[src/rtl/spi_usart_pkg.sv]
package spi_usart_pkg;

    localparam int FRAME_BITS = 8;
    localparam int EC_W       = $clog2(2 * FRAME_BITS);

    typedef struct packed {
        logic                  busy;
        logic                  buf_valid;
        logic [FRAME_BITS-1:0] buf_data;
        logic [FRAME_BITS-1:0] sh;
        logic [FRAME_BITS-1:0] rx_sh;
        logic [EC_W-1:0]       ec;
        logic                  lvl;
        logic                  txc;
    } spi_state_t;

endpackage

[src/rtl/spi_baud_tick.sv]
module spi_baud_tick #(
    parameter int DIV_W = 12
) (
    input  logic             clk,
    input  logic             rst_n,
    input  logic             run,
    input  logic [DIV_W-1:0] div,
    output logic             tick
);
    logic [DIV_W-1:0] cnt_d, cnt_q;

    always_comb begin
        cnt_d = cnt_q;
        if (!run || cnt_q == div) cnt_d = '0;
        else                      cnt_d = cnt_q + 1'b1;
    end

    always_ff @(posedge clk) begin
        if (!rst_n) cnt_q <= '0;
        else        cnt_q <= cnt_d;
    end

    assign tick = run && (cnt_q == div);
endmodule

[src/rtl/spi_rx_queue.sv]
module spi_rx_queue #(
    parameter int W     = 8,
    parameter int DEPTH = 2,
    localparam int PTR_W = (DEPTH > 1) ? $clog2(DEPTH) : 1,
    localparam int CNT_W = $clog2(DEPTH + 1)
) (
    input  logic             clk,
    input  logic             rst_n,
    input  logic             flush,
    input  logic             push,
    input  logic [W-1:0]     push_data,
    input  logic             pop,
    output logic [W-1:0]     head,
    output logic             nonempty,
    output logic [CNT_W-1:0] count
);
    typedef struct packed {
        logic [DEPTH-1:0][W-1:0] mem;
        logic [PTR_W-1:0]        wp;
        logic [PTR_W-1:0]        rp;
        logic [CNT_W-1:0]        cnt;
    } q_t;

    q_t q_d, q_q;
    logic do_pop, do_push;

    function automatic logic [PTR_W-1:0] nxt(input logic [PTR_W-1:0] p);
        return (p == PTR_W'(DEPTH - 1)) ? '0 : p + 1'b1;
    endfunction

    always_comb begin
        q_d     = q_q;
        do_pop  = pop && (q_q.cnt != '0);
        do_push = push && ((q_q.cnt != CNT_W'(DEPTH)) || do_pop);
        if (do_push) begin
            q_d.mem[q_q.wp] = push_data;
            q_d.wp          = nxt(q_q.wp);
        end
        if (do_pop) q_d.rp = nxt(q_q.rp);
        case ({do_push, do_pop})
            2'b10:   q_d.cnt = q_q.cnt + 1'b1;
            2'b01:   q_d.cnt = q_q.cnt - 1'b1;
            default: q_d.cnt = q_q.cnt;
        endcase
        if (flush) begin
            q_d.wp  = '0;
            q_d.rp  = '0;
            q_d.cnt = '0;
        end
    end

    always_ff @(posedge clk) begin
        if (!rst_n) q_q <= '0;
        else        q_q <= q_d;
    end

    assign head     = q_q.mem[q_q.rp];
    assign nonempty = (q_q.cnt != '0);
    assign count    = q_q.cnt;
endmodule

[src/rtl/spi_usart_master.sv]
module spi_usart_master
    import spi_usart_pkg::*;
#(
    parameter int DIV_W    = 12,
    parameter int RX_DEPTH = 2,
    localparam int RC_W    = $clog2(RX_DEPTH + 1)
) (
    input  logic                  clk,
    input  logic                  rst_n,
    input  logic                  tx_en,
    input  logic                  rx_en,
    input  logic                  cpol,
    input  logic                  cpha,
    input  logic                  lsb_first,
    input  logic [DIV_W-1:0]      baud_div,
    input  logic                  wr_en,
    input  logic [FRAME_BITS-1:0] wr_data,
    input  logic                  rd_en,
    input  logic                  tc_clr,
    input  logic                  miso,
    output logic [FRAME_BITS-1:0] rd_data,
    output logic                  dre,
    output logic                  txc,
    output logic                  rxc,
    output logic                  sck,
    output logic                  mosi
);
    localparam logic [EC_W-1:0] EC_LAST = EC_W'(2 * FRAME_BITS - 1);

    spi_state_t            st_d, st_q;
    logic                  tick, wr_ok, sample, shift, last, push;
    logic [FRAME_BITS-1:0] rx_next;
    logic                  busy_w, bufv_w;
    logic [RC_W-1:0]       rx_cnt;

    spi_baud_tick #(.DIV_W(DIV_W)) u_baud (
        .clk(clk), .rst_n(rst_n), .run(st_q.busy), .div(baud_div), .tick(tick)
    );

    always_comb begin
        st_d    = st_q;
        push    = 1'b0;
        wr_ok   = wr_en && tx_en && !st_q.buf_valid;
        // even ec = leading edge; sample edges are those whose parity matches cpha
        sample  = (st_q.ec[0] == cpha);
        last    = (st_q.ec == EC_LAST);
        shift   = !sample && (st_q.ec != '0) && !last;
        rx_next = st_q.rx_sh;
        if (sample)
            rx_next = lsb_first ? {miso, st_q.rx_sh[FRAME_BITS-1:1]}
                                : {st_q.rx_sh[FRAME_BITS-2:0], miso};

        if (tc_clr) st_d.txc = 1'b0;

        if (wr_ok) begin
            st_d.buf_valid = 1'b1;
            st_d.buf_data  = wr_data;
        end

        if (!st_q.busy) begin
            if (st_q.buf_valid) begin
                st_d.busy      = 1'b1;
                st_d.sh        = st_q.buf_data;
                st_d.buf_valid = 1'b0;
                st_d.ec        = '0;
                st_d.lvl       = 1'b0;
                st_d.rx_sh     = '0;
            end
        end else if (tick) begin
            st_d.lvl   = !st_q.lvl;
            st_d.ec    = st_q.ec + 1'b1;
            st_d.rx_sh = rx_next;
            if (shift)
                st_d.sh = lsb_first ? {1'b0, st_q.sh[FRAME_BITS-1:1]}
                                    : {st_q.sh[FRAME_BITS-2:0], 1'b0};
            if (last) begin
                st_d.busy = 1'b0;
                push      = rx_en;
                if (!st_q.buf_valid && !wr_ok) st_d.txc = 1'b1;
            end
        end
    end

    always_ff @(posedge clk) begin
        if (!rst_n) st_q <= '0;
        else        st_q <= st_d;
    end

    spi_rx_queue #(.W(FRAME_BITS), .DEPTH(RX_DEPTH)) u_rxq (
        .clk(clk), .rst_n(rst_n), .flush(!rx_en), .push(push),
        .push_data(rx_next), .pop(rd_en), .head(rd_data),
        .nonempty(rxc), .count(rx_cnt)
    );

    assign busy_w = st_q.busy;
    assign bufv_w = st_q.buf_valid;
    assign sck    = cpol ^ st_q.lvl;
    assign mosi   = lsb_first ? st_q.sh[0] : st_q.sh[FRAME_BITS-1];
    assign dre    = tx_en && !st_q.buf_valid;
    assign txc    = st_q.txc;
endmodule

[config.mk]
export PLATFORM = sky130hd
export DESIGN_NAME = spi_usart_master
export DESIGN_NICKNAME = d
export VERILOG_FILES = /design/src/rtl/spi_usart_pkg.sv /design/src/rtl/spi_baud_tick.sv /design/src/rtl/spi_rx_queue.sv /design/src/rtl/spi_usart_master.sv
export SDC_FILE = /design/constraint.sdc
export NUM_CORES = 1
export LEC_CHECK = 0
export ABC_AREA = 1
export BUFFER_PORTS_ARGS = -buffer_cell sky130_fd_sc_hd__buf_4
export CAP_MARGIN = 25
export CORE_ASPECT_RATIO = 0.7
export CORE_MARGIN = 1.5
export CORE_UTILIZATION = 50
export CTS_CLUSTER_DIAMETER = 200
export CTS_CLUSTER_SIZE = 40
export DETAILED_ROUTE_END_ITERATION = 6
export GPL_TIMING_DRIVEN = 0
export PLACE_DENSITY_LB_ADDON = 0.3
export REMOVE_ABC_BUFFERS = 1
export SLEW_MARGIN = 25
export SYNTH_ARGS = -nofsm -noshare
export SYNTH_HDL_FRONTEND = slang
export SYNTH_SLANG_ARGS = --single-unit
[constraint.sdc]
create_clock -name clk -period 5.9 [get_ports clk]
set_input_delay 1.77 -clock clk [delete_from_list [all_inputs] [get_ports clk]]
set_output_delay 1.77 -clock clk [all_outputs]
set_load 0.05 [all_outputs]
* Yosys cells after proc, flatten, opt, wreduce, memory -nomap -nowiden *
Index checks and enable logic that the tools add are counted.

storage, ports and cells
  register bits = 64
  bits of input ports = 31
  output and inout port bits = 13
  logic and storage cells = 88

cells by class
  add/subtract/negate cells = 6
  order comparisons = 3
  equal/unequal tests = 8
  muxes and demuxes = 29
  bitwise logic cells = 2
  reduce and logical (&&, ||, !) cells = 26

operator list
  kind                                                         count
  2-to-1 mux 8 bit                                             7
  2-to-1 mux 21 bit                                            2
  2-to-1 mux 22 bit                                            1
  bitwise mux 16 bit                                           1
  2-to-1 mux 1 bit                                             14
  adder 12 x 1 -> 12 bit (second input constant)               1
  == test 12 bit                                               1
  logical AND 1 bit                                            10
  2-to-1 mux 9 bit                                             1
  demux 8 bit (select 1 bit)                                   1
  zero test 1 bit                                              6
  nonzero test 2 bit                                           3
  adder 4 x 1 -> 4 bit (second input constant)                 1
  == test 4 bit (second input constant)                        1
  less-than comparator 1 x 2 -> 1 bit (second input constant)  2
  inequality test 2 x 1 -> 1 bit (second input constant)       2
  one-hot mux 2 bit (2 select lines)                           1
  AND reduction 2 bit                                          2
  nonzero test 4 bit                                           1
  AND reduction 3 bit                                          1
  adder 1 bit (second input constant)                          2
  adder 2 x 1 -> 2 bit (second input constant)                 1
  == test 2 x 1 -> 1 bit (second input constant)               1
  == test 2 bit (second input constant)                        1
  9 further kinds                                              10

* Longest topological paths before layout *
  depth after elaboration = 8
  mapped depth = 14
  depth with buffers taken out = 14

* Modules after synthesis *
From an unflattened synthesis, not the netlist that was laid out.

unflattened totals
  cell total of the unflattened synthesis = 566
  area, all modules = 3,672.3 µm²

by module, submodules not included
  module            instances  cells each  area each (µm²)  sequential area each (µm²)
  spi_usart_master  1          267         1,732.9          640.6
  spi_rx_queue      1          177         1,162.4          400.4
  spi_baud_tick     1          122         777.0            240.2

* Worst setup path before layout *
OpenSTA, ideal clock, no wires.

  path kind = input-to-output
  start = input lsb_first
  end = output mosi
  arrival time = 3,053 ps
  required time = 4,130 ps
  setup slack = 1,077 ps
  stages = 2
  path buffers = 1
  cells stage by stage = clkbuf_1 -> o21ai_0

on the way
  word-level cells in the longest chain between the ends = 1

ends and longest elaborated chain
  what                line                    RTL
  start: declaration  spi_usart_master.sv:14  input logic lsb_first,
  2-to-1 mux 1 bit    spi_usart_master.sv:98  assign mosi = lsb_first ? st_q.sh[0] : st_q.sh[FRAME_BITS-1];
  end: declaration    spi_usart_master.sv:26  output logic mosi

Every way passes these cells.

* Worst setup path in the final report *
Ends and elaborated chain as after synthesis.

==> results.md <==
Clocking
• hold_buf cts: 0
• # clock sinks: 64
• cells resized by post-CTS repair: 0
• Clock Tree Buf Depth: 2
• buffers inserted during post-CTS setup optimization: 0
• clock edge transition at the registers on the reported setup and hold paths: 0.06 ns
• root cell of the clock tree: clkbuf_8
• Num CTS Buffers: 9
• clock tree from TritonCTS: built
• clock network latency to the later pin of the worst-skew pair: 0.34 ns
• maximum level of the CTS H-tree: 3

Die
• die outline area: 0.00710 sq mm
• starting density of the core: 52.3%
• die extent in x: 100 microns
• number of I/O pins: 44
• vertical extent of the die: 71.0 microns
• core box area: 0.00631 sq mm
• Placement Rows: 24

Worst setup path
• library cell contributing the largest single delay on the critical path: buf_4
• delay of the slowest cell on the worst path: 0.26 ns
• WP data arrival: 2.47 ns
• WP buf/inv: 2
• minimum setup slack among reg-to-reg paths: 3.55 ns
• Top Family by Delay on Critical Path: buffers and inverters
• Worst setup SP type: primary input
• critical path required time: 4.13 ns
• biggest fanout along the worst timing path: 31
• cells traversed along the worst timing path: buf_4, nand2_1, o21ai_0, buf_4
• reg2reg end: u_rxq.count[1]
• Reg2Reg Depth: 13
• kind of end point of the critical path: output pin
• most repeated library cell on the critical path: buf_4
• launching point of the worst reg2reg path: u_baud.cnt_q[0]
• startpoint-to-endpoint class of the critical path: in -> out

STA
• post-layout worst setup margin: 1.66 ns
• Pins Over Slew Limit: 0
• unrepaired setup endpoints after global routing: false
• Fmax achieved: 0.236 GHz
• number of failing hold endpoints at the final stage: 0
• slew at the pin with the worst max-slew slack: 0.675 ns
• relative max-transition margin: 54.8%
• Hold Slack: 0.468 ns
• final period utilization: 71.9%
• final setup fails: 0
• summed negative setup slack over all endpoints: 0 ns
• Setup Skew: 0.00963 ns
• Final min period: 4.24 ns

Routing
• count of TritonRoute iterations in the first routing pass: 5
• post-detailed-route DRC marker count: 0
• wire length after detailed routing: 6520 microns
• average wire per standard cell: 10.6 microns
• per-cell via count in the routed design: 4.87
• routed via count: 2988
• number of antenna-violating nets in the routed design: 0
• initial detailed-routing violation count: 125

Cells and area
• number of diodes added for antenna fixing: 0
• area overhead of the layout relative to synthesis: 14.5%
• post-layout util: 59.9%
• number of nets at the end of the flow: 566
• filler cell count in the final layout: 639
• fraction of final layout cells with drive strength greater than 1: 12.9%

Hold path
• path category of the worst min-delay check: reg -> reg
• Worst Hold Endpoint: st_q[11]
• worst hold path stage count: 2
• hold path startpoint: st_q[11]

Synthesis
• area share of the leading cell type in the synthesized netlist: 38.8%
• commonest cells in the synthesized netlist: nand2_1 (146), nor2_1 (68), dfxtp_1 (64), inv_1 (64), o21ai_0 (36)
• library cell with the largest summed area after synthesis: dfxtp_1
• post-synthesis sequential area ratio: 38.8%
• count of flip-flops with a built-in enable after synthesis: 0
• synthesized netlist cell count: 495
• number of synthesized register bits: 64
• cell types with the largest area share after synthesis: dfxtp_1 (39%), nand2_1 (17%), nor2_1 (7.7%)
• Avg Synthesized Cell Area: 6.66 sq um
• total number of yosys warnings: 0
• Synth async-reset ratio: 0%
• Syn Std Cell Area: 0.00330 sq mm
• Post-synth top flop: dfxtp_1
• cell with the most instances after synthesis: nand2_1
• number of distinct library cells after synthesis: 34

Power
• VDD IR max: 0.000113 V
• leakage power: 0.00180 uW
• pwr dens: 222 mW/mm^2
• Power Total: 837 uW

Global routing
• maximum number of pins on one net before global-route repair: 32
• GR Overflow Total: 0
• vias in the first global route: 2649
• GRT Resource Usage Total: 20.3%
• global-route wire length before repair: 11500 microns
• antenna violations before repair: 0

Place
• worst setup slack before clock tree synthesis: 1.67 ns
• Buffers on Ports: 43
• routability congestion estimate: 0.771
• Detail Placement HPWL: 4560 microns

Status
• outcome: finished, final reports clean

Job
• Maximum Capacitance Violations: 0

[where the power goes]
| group | leakage (uW) | switching, uW | internal (uW) |
|---|---|---|---|
| combinational | 0.00120 | 50.7 | 32.3 |
| clock | 0.0000789 | 159 | 148 |
| sequential | 0.000518 | 6.27 | 442 |
[flip-flops by register name, indices dropped and copies added (netlist names)]
name / flops
u_baud.cnt_q: 12
u_rxq.q_q: 18
u_rxq.count: 2
busy_w: 1
txc: 1
bufv_w: 1
st_q: 29
[cell usage in the layout, fill, tap and decap left out, types with 2 or more instances in the layout]
cell type	synthesis	layout
clkinv_2	0	3
nor3b_1	4	4
xor2_1	6	6
inv_2	4	4
o21ai_0	36	36
nand2_1	146	146
nand3_1	9	9
ha_1	4	4
clkbuf_1	9	2
nor3_1	2	2
a21oi_1	34	34
nor2_1	68	68
inv_1	64	64
buf_4	0	43
nand4_1	3	3
o211ai_1	4	4
clkbuf_8	0	9
dfxtp_1	64	64
xnor2_1	5	5
nand2_2	2	2
o21a_1	8	8
nand4_4	2	2
[worst max path at each step]
stage	start	to	slack (ns)	cells after the start
2_1_floorplan	lsb_first	mosi	1.26	1
3_3_place_gp	lsb_first	mosi	1.66	4
3_5_place_dp	lsb_first	mosi	1.67	4
4_1_cts	lsb_first	mosi	1.67	4
5_1_grt	lsb_first	mosi	1.60	4
6_report	lsb_first	mosi	1.66	4
[layer usage]
layer	global-route usage (%)	wire length, microns	part of all wire (%)	vias to the layer above
li1	-	-	-	1611
met1	26.0	3350	51	1309
met2	32.4	2800	43	63
met3	7.02	331	5.1	5
met4	6.10	36	0.55	0
met5	0	0	0	-
[cell families after synthesis]
| group | synth area share [%] |
|---|---|
| adders and majority gates | 1.52 |
| muxes | 0.304 |
| and+or+nand+nor | 30.9 |
| buffers and inverters | 10.8 |
| AOI/OAI and AO/OA | 14.3 |
| xor gates and xnor gates | 3.41 |
| DFF | 38.8 |
[worst register-to-register path, cell delays in order, from the launching register on]
cell and delay (ns):
dfxtp_1 0.41, nand2_1 0.08, nand2_1 0.07, nand2_1 0.04, nor2_1 0.22, nand3_4 0.14, nor2_8 0.35, nand2_1 0.15
nor2_1 0.11, inv_1 0.06, ha_1 0.20, xor2_1 0.15, and3_1 0.15, nor3_1 0.13
[final cells by class]
type	instances	area, sq um	area share [%]
clock buffers	11	131	3.48
repair buffers	43	323	8.55
well taps	78	97.6	2.58
clock inverters	4	22.5	0.596
flip-flops and latches	64	1280	33.9
multi-input cells	344	1660	44.0
inverters	69	259	6.86
[metrics by stage]
stage / instance area, sq um / cells
after CTS: 3780 / 613
after detailed placement: 3620 / 598
after global placement: 3620 / 598
after global routing: 3780 / 613
final: 3780 / 613
after floorplan: 3200 / 477
Power figures use the tool's default switching activity.
